File: src/rtl/tmr_pkg.sv
package tmr_pkg;
  localparam int unsigned ADDR_EMU    = 1;
  localparam int unsigned ADDR_CNT    = 4;
  localparam int unsigned ADDR_CNT_HI = 5;
  localparam int unsigned ADDR_PRD    = 6;
  localparam int unsigned ADDR_PRD_HI = 7;
  localparam int unsigned ADDR_CTRL   = 8;
  localparam int unsigned ADDR_GCTRL  = 9;
  localparam int unsigned ADDR_WDOG   = 10;

  typedef enum logic [1:0] {
    EN_OFF  = 2'b00,
    EN_ONCE = 2'b01,
    EN_CONT = 2'b10,
    EN_RSVD = 2'b11
  } en_mode_e;

  localparam logic [1:0] GMODE_DUAL32 = 2'b01;
endpackage

File: src/rtl/tmr_prescale.sv
module tmr_prescale #(
  parameter int unsigned DIV_W = 4
) (
  input  logic             clk_i,
  input  logic             rst_ni,
  input  logic             active_i,
  input  logic [DIV_W-1:0] div_i,
  output logic             tick_o
);
  logic [DIV_W-1:0] pre_q;
  logic [DIV_W-1:0] div_eff;

  assign div_eff = (div_i == '0) ? DIV_W'(1) : div_i;
  // >= keeps the phase bounded when the divisor shrinks mid-run
  assign tick_o  = active_i && (pre_q >= div_eff - DIV_W'(1));

  always_ff @(posedge clk_i or negedge rst_ni) begin
    if (!rst_ni)                 pre_q <= '0;
    else if (!active_i || tick_o) pre_q <= '0;
    else                         pre_q <= pre_q + DIV_W'(1);
  end

  assert_tick_gap_R3: assert property (@(posedge clk_i) disable iff (!rst_ni)
    (tick_o && div_eff > DIV_W'(1) && $stable(div_i)) |=> !tick_o);
endmodule

File: src/rtl/tmr_core.sv
module tmr_core
  import tmr_pkg::*;
#(
  parameter int unsigned DW = 32
) (
  input  logic          clk_i,
  input  logic          rst_ni,
  input  logic          rel_i,
  input  logic          dual_i,
  input  en_mode_e      en_i,
  input  logic          clkm_i,
  input  logic [DW-1:0] prd_i,
  input  logic          cnt_we_i,
  input  logic [DW-1:0] cnt_wdata_i,
  input  logic          tick_i,
  output logic          active_o,
  output logic [DW-1:0] cnt_o,
  output logic          out_o,
  output logic          irq_o,
  output logic          clr_en_o
);
  logic [DW-1:0] cnt_q;
  logic          out_q, irq_q;
  logic          en_act, pend, match_w;

  assign en_act   = (en_i == EN_ONCE) || (en_i == EN_CONT);
  // a pending pulse keeps ticks alive so it can end after one tick
  assign pend     = out_q && !clkm_i;
  assign active_o = rel_i && dual_i && (en_act || pend);
  assign match_w  = tick_i && en_act && (cnt_q == prd_i);
  assign clr_en_o = match_w && (en_i == EN_ONCE);

  always_ff @(posedge clk_i or negedge rst_ni) begin
    if (!rst_ni)               cnt_q <= '0;
    else if (!rel_i)           cnt_q <= '0;
    else if (cnt_we_i)         cnt_q <= cnt_wdata_i;
    else if (match_w)          cnt_q <= '0;
    else if (tick_i && en_act) cnt_q <= cnt_q + DW'(1);
  end

  always_ff @(posedge clk_i or negedge rst_ni) begin
    if (!rst_ni)                  out_q <= 1'b0;
    else if (!rel_i)              out_q <= 1'b0;
    else if (match_w)             out_q <= clkm_i ? !out_q : 1'b1;
    else if (tick_i && !clkm_i)   out_q <= 1'b0;
  end

  always_ff @(posedge clk_i or negedge rst_ni) begin
    if (!rst_ni) irq_q <= 1'b0;
    else         irq_q <= match_w;
  end

  assign cnt_o = cnt_q;
  assign out_o = out_q;
  assign irq_o = irq_q;

  assert_hold_in_reset_R4: assert property (@(posedge clk_i) disable iff (!rst_ni)
    !rel_i |=> (cnt_q == '0) && !out_q);

  assert_irq_single_R5: assert property (@(posedge clk_i) disable iff (!rst_ni)
    (irq_q && cnt_q == '0 && prd_i != '0) |=> !irq_q);

  assert_hold_when_off_R10: assert property (@(posedge clk_i) disable iff (!rst_ni)
    (rel_i && !en_act && !cnt_we_i) |=> $stable(cnt_q));
endmodule

File: src/rtl/tmr_regs.sv
module tmr_regs
  import tmr_pkg::*;
#(
  parameter int unsigned DW      = 32,
  parameter int unsigned AW      = 4,
  parameter int unsigned DIV_W   = 4,
  parameter int unsigned DIV_LSB = 16
) (
  input  logic             clk_i,
  input  logic             rst_ni,
  input  logic             req_i,
  input  logic             we_i,
  input  logic [AW-1:0]    addr_i,
  input  logic [DW-1:0]    wdata_i,
  output logic [DW-1:0]    rdata_o,
  input  logic [DW-1:0]    cnt_i,
  input  logic             status_i,
  input  logic             clr_en_i,
  output logic [DIV_W-1:0] div_o,
  output logic [DW-1:0]    prd_o,
  output en_mode_e         en_o,
  output logic             inv_o,
  output logic             clkm_o,
  output logic             rel_o,
  output logic             dual_o,
  output logic             cnt_we_o,
  output logic [DW-1:0]    cnt_wdata_o
);
  logic [DW-1:0] emu_q, cnt_hi_q, prd_q, prd_hi_q, gctrl_q, wdog_q;
  logic [DW-1:1] ctrl_q;
  logic          wr, ctrl_wr;
  int unsigned   a;

  assign a       = int'(addr_i);
  assign wr      = req_i && we_i;
  assign ctrl_wr = wr && (a == ADDR_CTRL);

  always_ff @(posedge clk_i or negedge rst_ni) begin
    if (!rst_ni) begin
      emu_q <= '0; cnt_hi_q <= '0; prd_q <= '0; prd_hi_q <= '0;
      gctrl_q <= '0; wdog_q <= '0;
    end else if (wr) begin
      case (a)
        ADDR_EMU:    emu_q    <= wdata_i;
        ADDR_CNT_HI: cnt_hi_q <= wdata_i;
        ADDR_PRD:    prd_q    <= wdata_i;
        ADDR_PRD_HI: prd_hi_q <= wdata_i;
        ADDR_GCTRL:  gctrl_q  <= wdata_i;
        ADDR_WDOG:   wdog_q   <= wdata_i;
        default: ;
      endcase
    end
  end

  // software write wins over the run-once self-clear
  always_ff @(posedge clk_i or negedge rst_ni) begin
    if (!rst_ni)       ctrl_q <= '0;
    else if (ctrl_wr)  ctrl_q <= wdata_i[DW-1:1];
    else if (clr_en_i) ctrl_q[7:6] <= EN_OFF;
  end

  always_comb begin
    case (a)
      ADDR_EMU:    rdata_o = emu_q;
      ADDR_CNT:    rdata_o = cnt_i;
      ADDR_CNT_HI: rdata_o = cnt_hi_q;
      ADDR_PRD:    rdata_o = prd_q;
      ADDR_PRD_HI: rdata_o = prd_hi_q;
      ADDR_CTRL:   rdata_o = {ctrl_q, status_i};
      ADDR_GCTRL:  rdata_o = gctrl_q;
      ADDR_WDOG:   rdata_o = wdog_q;
      default:     rdata_o = '0;
    endcase
  end

  assign div_o       = emu_q[DIV_LSB +: DIV_W];
  assign prd_o       = prd_q;
  assign en_o        = en_mode_e'(ctrl_q[7:6]);
  assign inv_o       = ctrl_q[1];
  assign clkm_o      = ctrl_q[3];
  assign rel_o       = gctrl_q[0];
  assign dual_o      = (gctrl_q[3:2] == GMODE_DUAL32);
  assign cnt_we_o    = wr && (a == ADDR_CNT);
  assign cnt_wdata_o = wdata_i;

  assert_oneshot_clear_R6: assert property (@(posedge clk_i) disable iff (!rst_ni)
    (clr_en_i && !ctrl_wr) |=> (en_o == EN_OFF));

  assert_reserved_zero_R1: assert property (@(posedge clk_i) disable iff (!rst_ni)
    (req_i && !we_i && (a == 0 || a == 2 || a == 3 || a > ADDR_WDOG)) |-> (rdata_o == '0));
endmodule

File: src/rtl/tmr_event_timer.sv
module tmr_event_timer
  import tmr_pkg::*;
#(
  parameter int unsigned DW      = 32,
  parameter int unsigned AW      = 4,
  parameter int unsigned DIV_W   = 4,
  parameter int unsigned DIV_LSB = 16
) (
  input  logic          clk_i,
  input  logic          rst_ni,
  input  logic          req_i,
  input  logic          we_i,
  input  logic [AW-1:0] addr_i,
  input  logic [DW-1:0] wdata_i,
  output logic [DW-1:0] rdata_o,
  output logic          irq_o,
  output logic          tout_o
);
  logic [DIV_W-1:0] div;
  logic [DW-1:0]    prd, cnt, cnt_wdata;
  en_mode_e         en;
  logic             inv, clkm, rel, dual, cnt_we;
  logic             tick, active, out, clr_en;

  tmr_regs #(.DW(DW), .AW(AW), .DIV_W(DIV_W), .DIV_LSB(DIV_LSB)) u_regs (
    .clk_i, .rst_ni, .req_i, .we_i, .addr_i, .wdata_i, .rdata_o,
    .cnt_i(cnt), .status_i(out), .clr_en_i(clr_en),
    .div_o(div), .prd_o(prd), .en_o(en), .inv_o(inv), .clkm_o(clkm),
    .rel_o(rel), .dual_o(dual), .cnt_we_o(cnt_we), .cnt_wdata_o(cnt_wdata)
  );

  tmr_prescale #(.DIV_W(DIV_W)) u_pre (
    .clk_i, .rst_ni, .active_i(active), .div_i(div), .tick_o(tick)
  );

  tmr_core #(.DW(DW)) u_core (
    .clk_i, .rst_ni, .rel_i(rel), .dual_i(dual), .en_i(en), .clkm_i(clkm),
    .prd_i(prd), .cnt_we_i(cnt_we), .cnt_wdata_i(cnt_wdata), .tick_i(tick),
    .active_o(active), .cnt_o(cnt), .out_o(out), .irq_o(irq_o), .clr_en_o(clr_en)
  );

  assign tout_o = out ^ inv;

  assert_status_pre_inv_R7: assert property (@(posedge clk_i) disable iff (!rst_ni)
    (req_i && !we_i && int'(addr_i) == ADDR_CTRL) |-> (rdata_o[0] == (tout_o ^ inv)));
endmodule

File: config.mk
export PLATFORM = sky130hd
export DESIGN_NAME = tmr_event_timer
export DESIGN_NICKNAME = d
export VERILOG_FILES = /design/src/rtl/tmr_pkg.sv /design/src/rtl/tmr_prescale.sv /design/src/rtl/tmr_core.sv /design/src/rtl/tmr_regs.sv /design/src/rtl/tmr_event_timer.sv
export SDC_FILE = /design/constraint.sdc
export NUM_CORES = 1
export LEC_CHECK = 0
export CAP_MARGIN = 20
export CORE_MARGIN = 2
export CORE_UTILIZATION = 40
export CTS_CLUSTER_SIZE = 20
export DETAILED_ROUTE_END_ITERATION = 16
export HOLD_SLACK_MARGIN = 0.03
export PLACE_DENSITY = 0.64
export SYNTH_ARGS = -nofsm -noshare
export SYNTH_HDL_FRONTEND = slang
export SYNTH_SLANG_ARGS = --single-unit
File: constraint.sdc
create_clock -name clk_i -period 5.83 [get_ports clk_i]
set_input_delay 1.166 -clock clk_i [delete_from_list [all_inputs] [get_ports clk_i]]
set_output_delay 1.166 -clock clk_i [all_outputs]
set_load 0.01 [all_outputs]
# Yosys cells after proc, flatten, opt, wreduce, memory -nomap -nowiden
# Index checks and enable logic that the tools add are counted.
[op_classes] n_addsub=3 n_mul=0 div=0 n_lt_le_gt_ge=1 n_eq_ne=14 shifts=0 n_mux=13 bitwise_logic=1 reduce_logical=25
[op_table] cell="case mux 32 bit (8 select lines)" n=1
[op_table] cell="2-to-1 mux 32 bit" n=4
[op_table] cell="adder 32 x 1 -> 32 bit, second input constant" n=1
[op_table] cell="== test 32 bit" n=1
[op_table] cell="== test 4 x 3 -> 1 bit, second input constant" n=4
[op_table] cell="== test 4 bit, second input constant" n=3
[op_table] cell="AND reduction 2 bit" n=6
[op_table] cell="logical AND 1 bit" n=11
[op_table] cell="2-to-1 mux 4 bit" n=2
[op_table] cell="adder 4 x 1 -> 4 bit, second input constant" n=1
[op_table] cell="== test 2 x 1 -> 1 bit, second input constant" n=2
[op_table] cell="== test 4 x 1 -> 1 bit, second input constant" n=1
[op_table] cell="greater-or-equal comparator 4 bit" n=1
[op_table] cell="logical NOT 4 bit" n=1
[op_table] cell="2-to-1 mux 1 bit" n=4
[op_table] cell="2-to-1 mux 2 bit" n=2
[op_table] cell="!= test 4 x 2 -> 1 bit, second input constant" n=1
[op_table] cell="subtractor 4 x 1 -> 4 bit, second input constant" n=1
[op_table] cell="logical NOT 1 bit" n=3
[op_table] cell="logical OR 1 bit" n=3
[op_table] cell="!= test 3 x 1 -> 1 bit, second input constant" n=1
[op_table] cell="== test 2 bit, second input constant" n=1
[op_table] cell="nonzero test 2 bit" n=1
[op_table] cell="XOR 1 bit" n=1
[totals] register_bits=261 latchBits=0 ram_bits=0 mem_bits_ro=0 inputBits=40 out_inout_bits=34 wordCells=69 mem_count=0

# Depth between registers and ports, before layout
[logic_depth] depth_word=10 mapped_depth=13 mapped_depth_nobuf=11

# Hierarchy
# A second synthesis with hierarchy kept.
[unflattened] hier_cells=1097 area_unflattened_um2=13575.5
[modules_own_cells] module="tmr_regs" n_inst=1 cells_each=737 area_per_inst_um2=10460.0 seq_area_each_um2=5580.4
[modules_own_cells] module="tmr_core" n_inst=1 cells_each=329 area_per_inst_um2=2824.0 seq_area_each_um2=850.8
[modules_own_cells] module="tmr_prescale" n_inst=1 cells_each=30 area_per_inst_um2=282.8 seq_area_each_um2=100.1
[modules_own_cells] module="tmr_event_timer" n_inst=1 cells_each=1 area_per_inst_um2=8.8 seq_area_each_um2=0.0

# Worst setup path after synthesis
# OpenSTA, ideal clock, no wires.
[synth_timing] kind="input port to output port" from="input addr_i[1]" to="output rdata_o[12]" t_arrival_ns=2.246 required_ns=4.664 slack_ns=2.418 stages=5 n_path_buf=1 path_cell_list="nand2b_1 -> nor3_1 -> clkbuf_1 -> a22oi_1 -> nand4_1"
[synth_between] elab_chain_len=2 elab_cells_between_ends=9 classes_between="eq/ne: 8; mux: 1"
[synth_rtl] item="start: declaration" line="tmr_event_timer.sv:13" rtl="input logic [AW-1:0] addr_i,"
[synth_rtl] item="== test 4 bit (tied with other cells)" line="tmr_regs.sv:63" rtl="case (a)"
[synth_rtl] item="case mux 32 bit (8 select lines) (*)" line="tmr_regs.sv:63"
[synth_rtl] item="end: declaration" line="tmr_event_timer.sv:15" rtl="output logic [DW-1:0] rdata_o,"
# Every way passes the cells marked *; elsewhere a longest branch is shown, timed or not.

# Worst setup path after layout
[layout_timing] from="input addr_i[1]" to="output rdata_o[5]"
# Same word-level chain as after synthesis.

==> run metrics <==
Num CTS Buffers=28; PwrDens=approximately 360 nW/µm²; setup violators final=0; DRC viols=0; Yosys top cell by area=dfrtp_1; synthesized netlist cell count=about 1100; die area=33390 µm²; first-pass GRT wire length=53.12 mm; status=completed; Area Growth Syn to Fin=14.52%; critical path capture point type=output pin; number of distinct library cells after synthesis=63; Fmax=between 0.2 and 0.25 GHz; WHS=about 490 ps; worst endpoint data arrival time=roughly 3400 ps; # IOs=74; maximum root-to-sink buffer count=3; async set or reset register ratio after synthesis=100.0%; FF-to-FF Start=u_regs.emu_q[18]; syn nets=approximately 1100; RSZ-0062 raised after global routing=no; Top FF cell, synth=dfrtp_1; Tcrit/Tclk final=approximately four fifths; Reg2Reg Depth=11; count leader, synth=dfrtp_1; Die Ht=between 150 and 200 µm; TritonCTS Sinks=approximately 260; setup_tns=0 ps; share of layout cells above drive strength 1=between 20 and 30%; CORE AREA=between 30000 and 40000 µm²; worst vdd ir=roughly 0.22 mV; post-synth design cell area=12780 µm²; R2R setup slack=roughly 2500 ps; Pre-antenna DRT Iters=7; reg-to-reg endpoint=u_core.cnt_o[3]; share of the synthesized area in the top cell type=between 50% and 60%; synth cell count leaders=261 x dfrtp_1, 214 x mux2_2, 143 x a22oi_1, 42 x nand2_1, 39 x nand4_1; Total Power=0.005311 W; Slew Limit Headroom=between 20% and 30%; hold bufs inserted after CTS=0; worst-margin pin slew=1070 ps; post-CTS setup buffers=0; DR vias=9034; Syn Area/Cell=12.16 µm²; Initial DRC Count=612; final wirelength=roughly 33 mm; # diodes=0; RePlAce Congestion=approximately 0.86; Synth area leaders=dfrtp_1 51%, mux2_2 19%, a22oi_1 8.4%; htree depth=1; HP Class=reg -> reg; CTS root buf=clkbuf_16; Fillers=2807; CP required=approximately 4700 ps; Clk Latency, worst-skew pair=550 ps; critical path class=in -> out; Die W=roughly 180 µm; Initial Utilization=around 40%; vias in the first global route=9037; wire length per cell=22.19 µm; DPL Wire Length=between 20 and 25 mm; DRT antenna net count=0; CTS tree=built; worst setup margin=1221 ps; Post-CTS Resized=0; Fin. Hold Viols=0; crit path max fanout=33; total of max-cap violations=0; Total GRT Usage=19.89%; Critical Path Start Type=primary input; # rows=65; largest net degree at the start of global routing=152; GRT Residual Overflow=0; Slew Viols, Final=0; EDFF count, synth=0; count of state elements after synthesis=between 200 and 300; Seq/Total Area, Yosys=between 50% and 60%; DP Worst Slack=1242 ps; Leak=6.132 nW; initial antenna violation count=0; Vias/cell=approximately 6; CTS clk-pin slew, worst paths=60 ps; # port buffers=73; Clock Skews=~16 ps; Nets=about 1100; worst setup path start=addr_i[1]; minimum clock period=4609 ps; Synthesis Warnings=0; Setup crit end=rdata_o[5]
==> layer usage <==
metal	routed length (µm)	track usage, %	share of wire (%)	up-vias
met5	0	0	0	-
met4	637	4.806	1.9	0
met3	1228	2.284	3.7	44
met2	16110	32.65	48	212
met1	15440	28.32	46	4714
li1	-	-	-	4064
==> cells in the final DEF (no fill, tap or decap), drive strengths merged, types with 12 or more instances in the layout <==
master         netlist  routed
nand3               33      33
nand2               43      43
xor2                34      34
and3                18      18
clkbuf              42      37
dfrtp              261     261
nor4                13      13
mux2               219     219
buf                 42      15
nand4               40      40
a21oi               12      12
nor2                22      22
o21ai               18      18
a22oi              143     143
clkdlybuf4s50        0      72
==> cells by family (layout without fill, tap and decap cells) <==
logic type	count (synthesis)	in the layout	share of synthesized area, %
simple gates	209	209	9.439
mux	219	219	19.30
flops	261	261	51.11
fa+ha+maj	8	8	0.7833
compound gates	222	222	13.04
buf+inv	95	148	3.789
xor+xnor	37	37	2.536
==> cell type report <==
type                       count  area [µm²]  share of cell area (%)
clock buffer                  37       774.5                   5.292
tap                          402       503.0                   3.437
clock inverter                13       128.9                  0.8806
multi-input combinational    695        5802                   39.65
sequential                   261        6531                   44.63
inverter                      11       41.29                  0.2821
timing repair buffer          87       853.3                   5.831
==> worst max-delay path, stage by stage <==
cell             delay (ps)
clkdlybuf4s50_1         520
nand2b_1                270
nor3_2                  140
buf_4                   450
a22oi_1                 170
nand4_1                 160
clkdlybuf4s50_1         550
==> where the power goes <==
group	leakage [nW]	switching, W	internal (W)
clock network	0.450	0.000729	0.00102
registers	3.33	0.000368	0.00219
logic	2.35	0.000477	0.000525
total	6.13	0.00157	0.00374
==> flip-flops by register name (all words and copies together) (netlist names) <==
register	count
u_regs.prd_o	32
u_regs.wdog_q	32
u_core.out_o	1
u_regs.ctrl_q	31
u_core.irq_o	1
u_regs.gctrl_q	32
u_regs.cnt_hi_q	32
u_pre.pre_q	4
u_regs.prd_hi_q	32
u_regs.emu_q	32
u_core.cnt_o	32
==> worst min-delay path by stage <==
stage | start | endpoint | slack (ps) | depth (start not counted)
2_1_floorplan | u_pre.pre_q[0] | u_pre.pre_q[0] | 450 | 1
3_3_place_gp | u_regs.cnt_hi_q[23] | u_regs.cnt_hi_q[23] | 470 | 1
3_5_place_dp | u_regs.wdog_q[31] | u_regs.wdog_q[31] | 480 | 1
4_1_cts | u_pre.pre_q[0] | u_pre.pre_q[0] | 490 | 1
5_1_grt | u_regs.wdog_q[22] | u_regs.wdog_q[22] | 510 | 1
6_report | u_pre.pre_q[0] | u_pre.pre_q[0] | 490 | 1
==> through the flow <==
stage	std cells	area [µm²]	utilization (%)
after floorplan	1051	12780	-
after global placement	1456	13730	43.63
after detailed placement	1456	13730	43.63
after CTS	1506	14630	46.50
after global routing	1506	14630	46.50
final	1506	14630	46.50
Note: power is estimated with default switching activity, not from simulation.
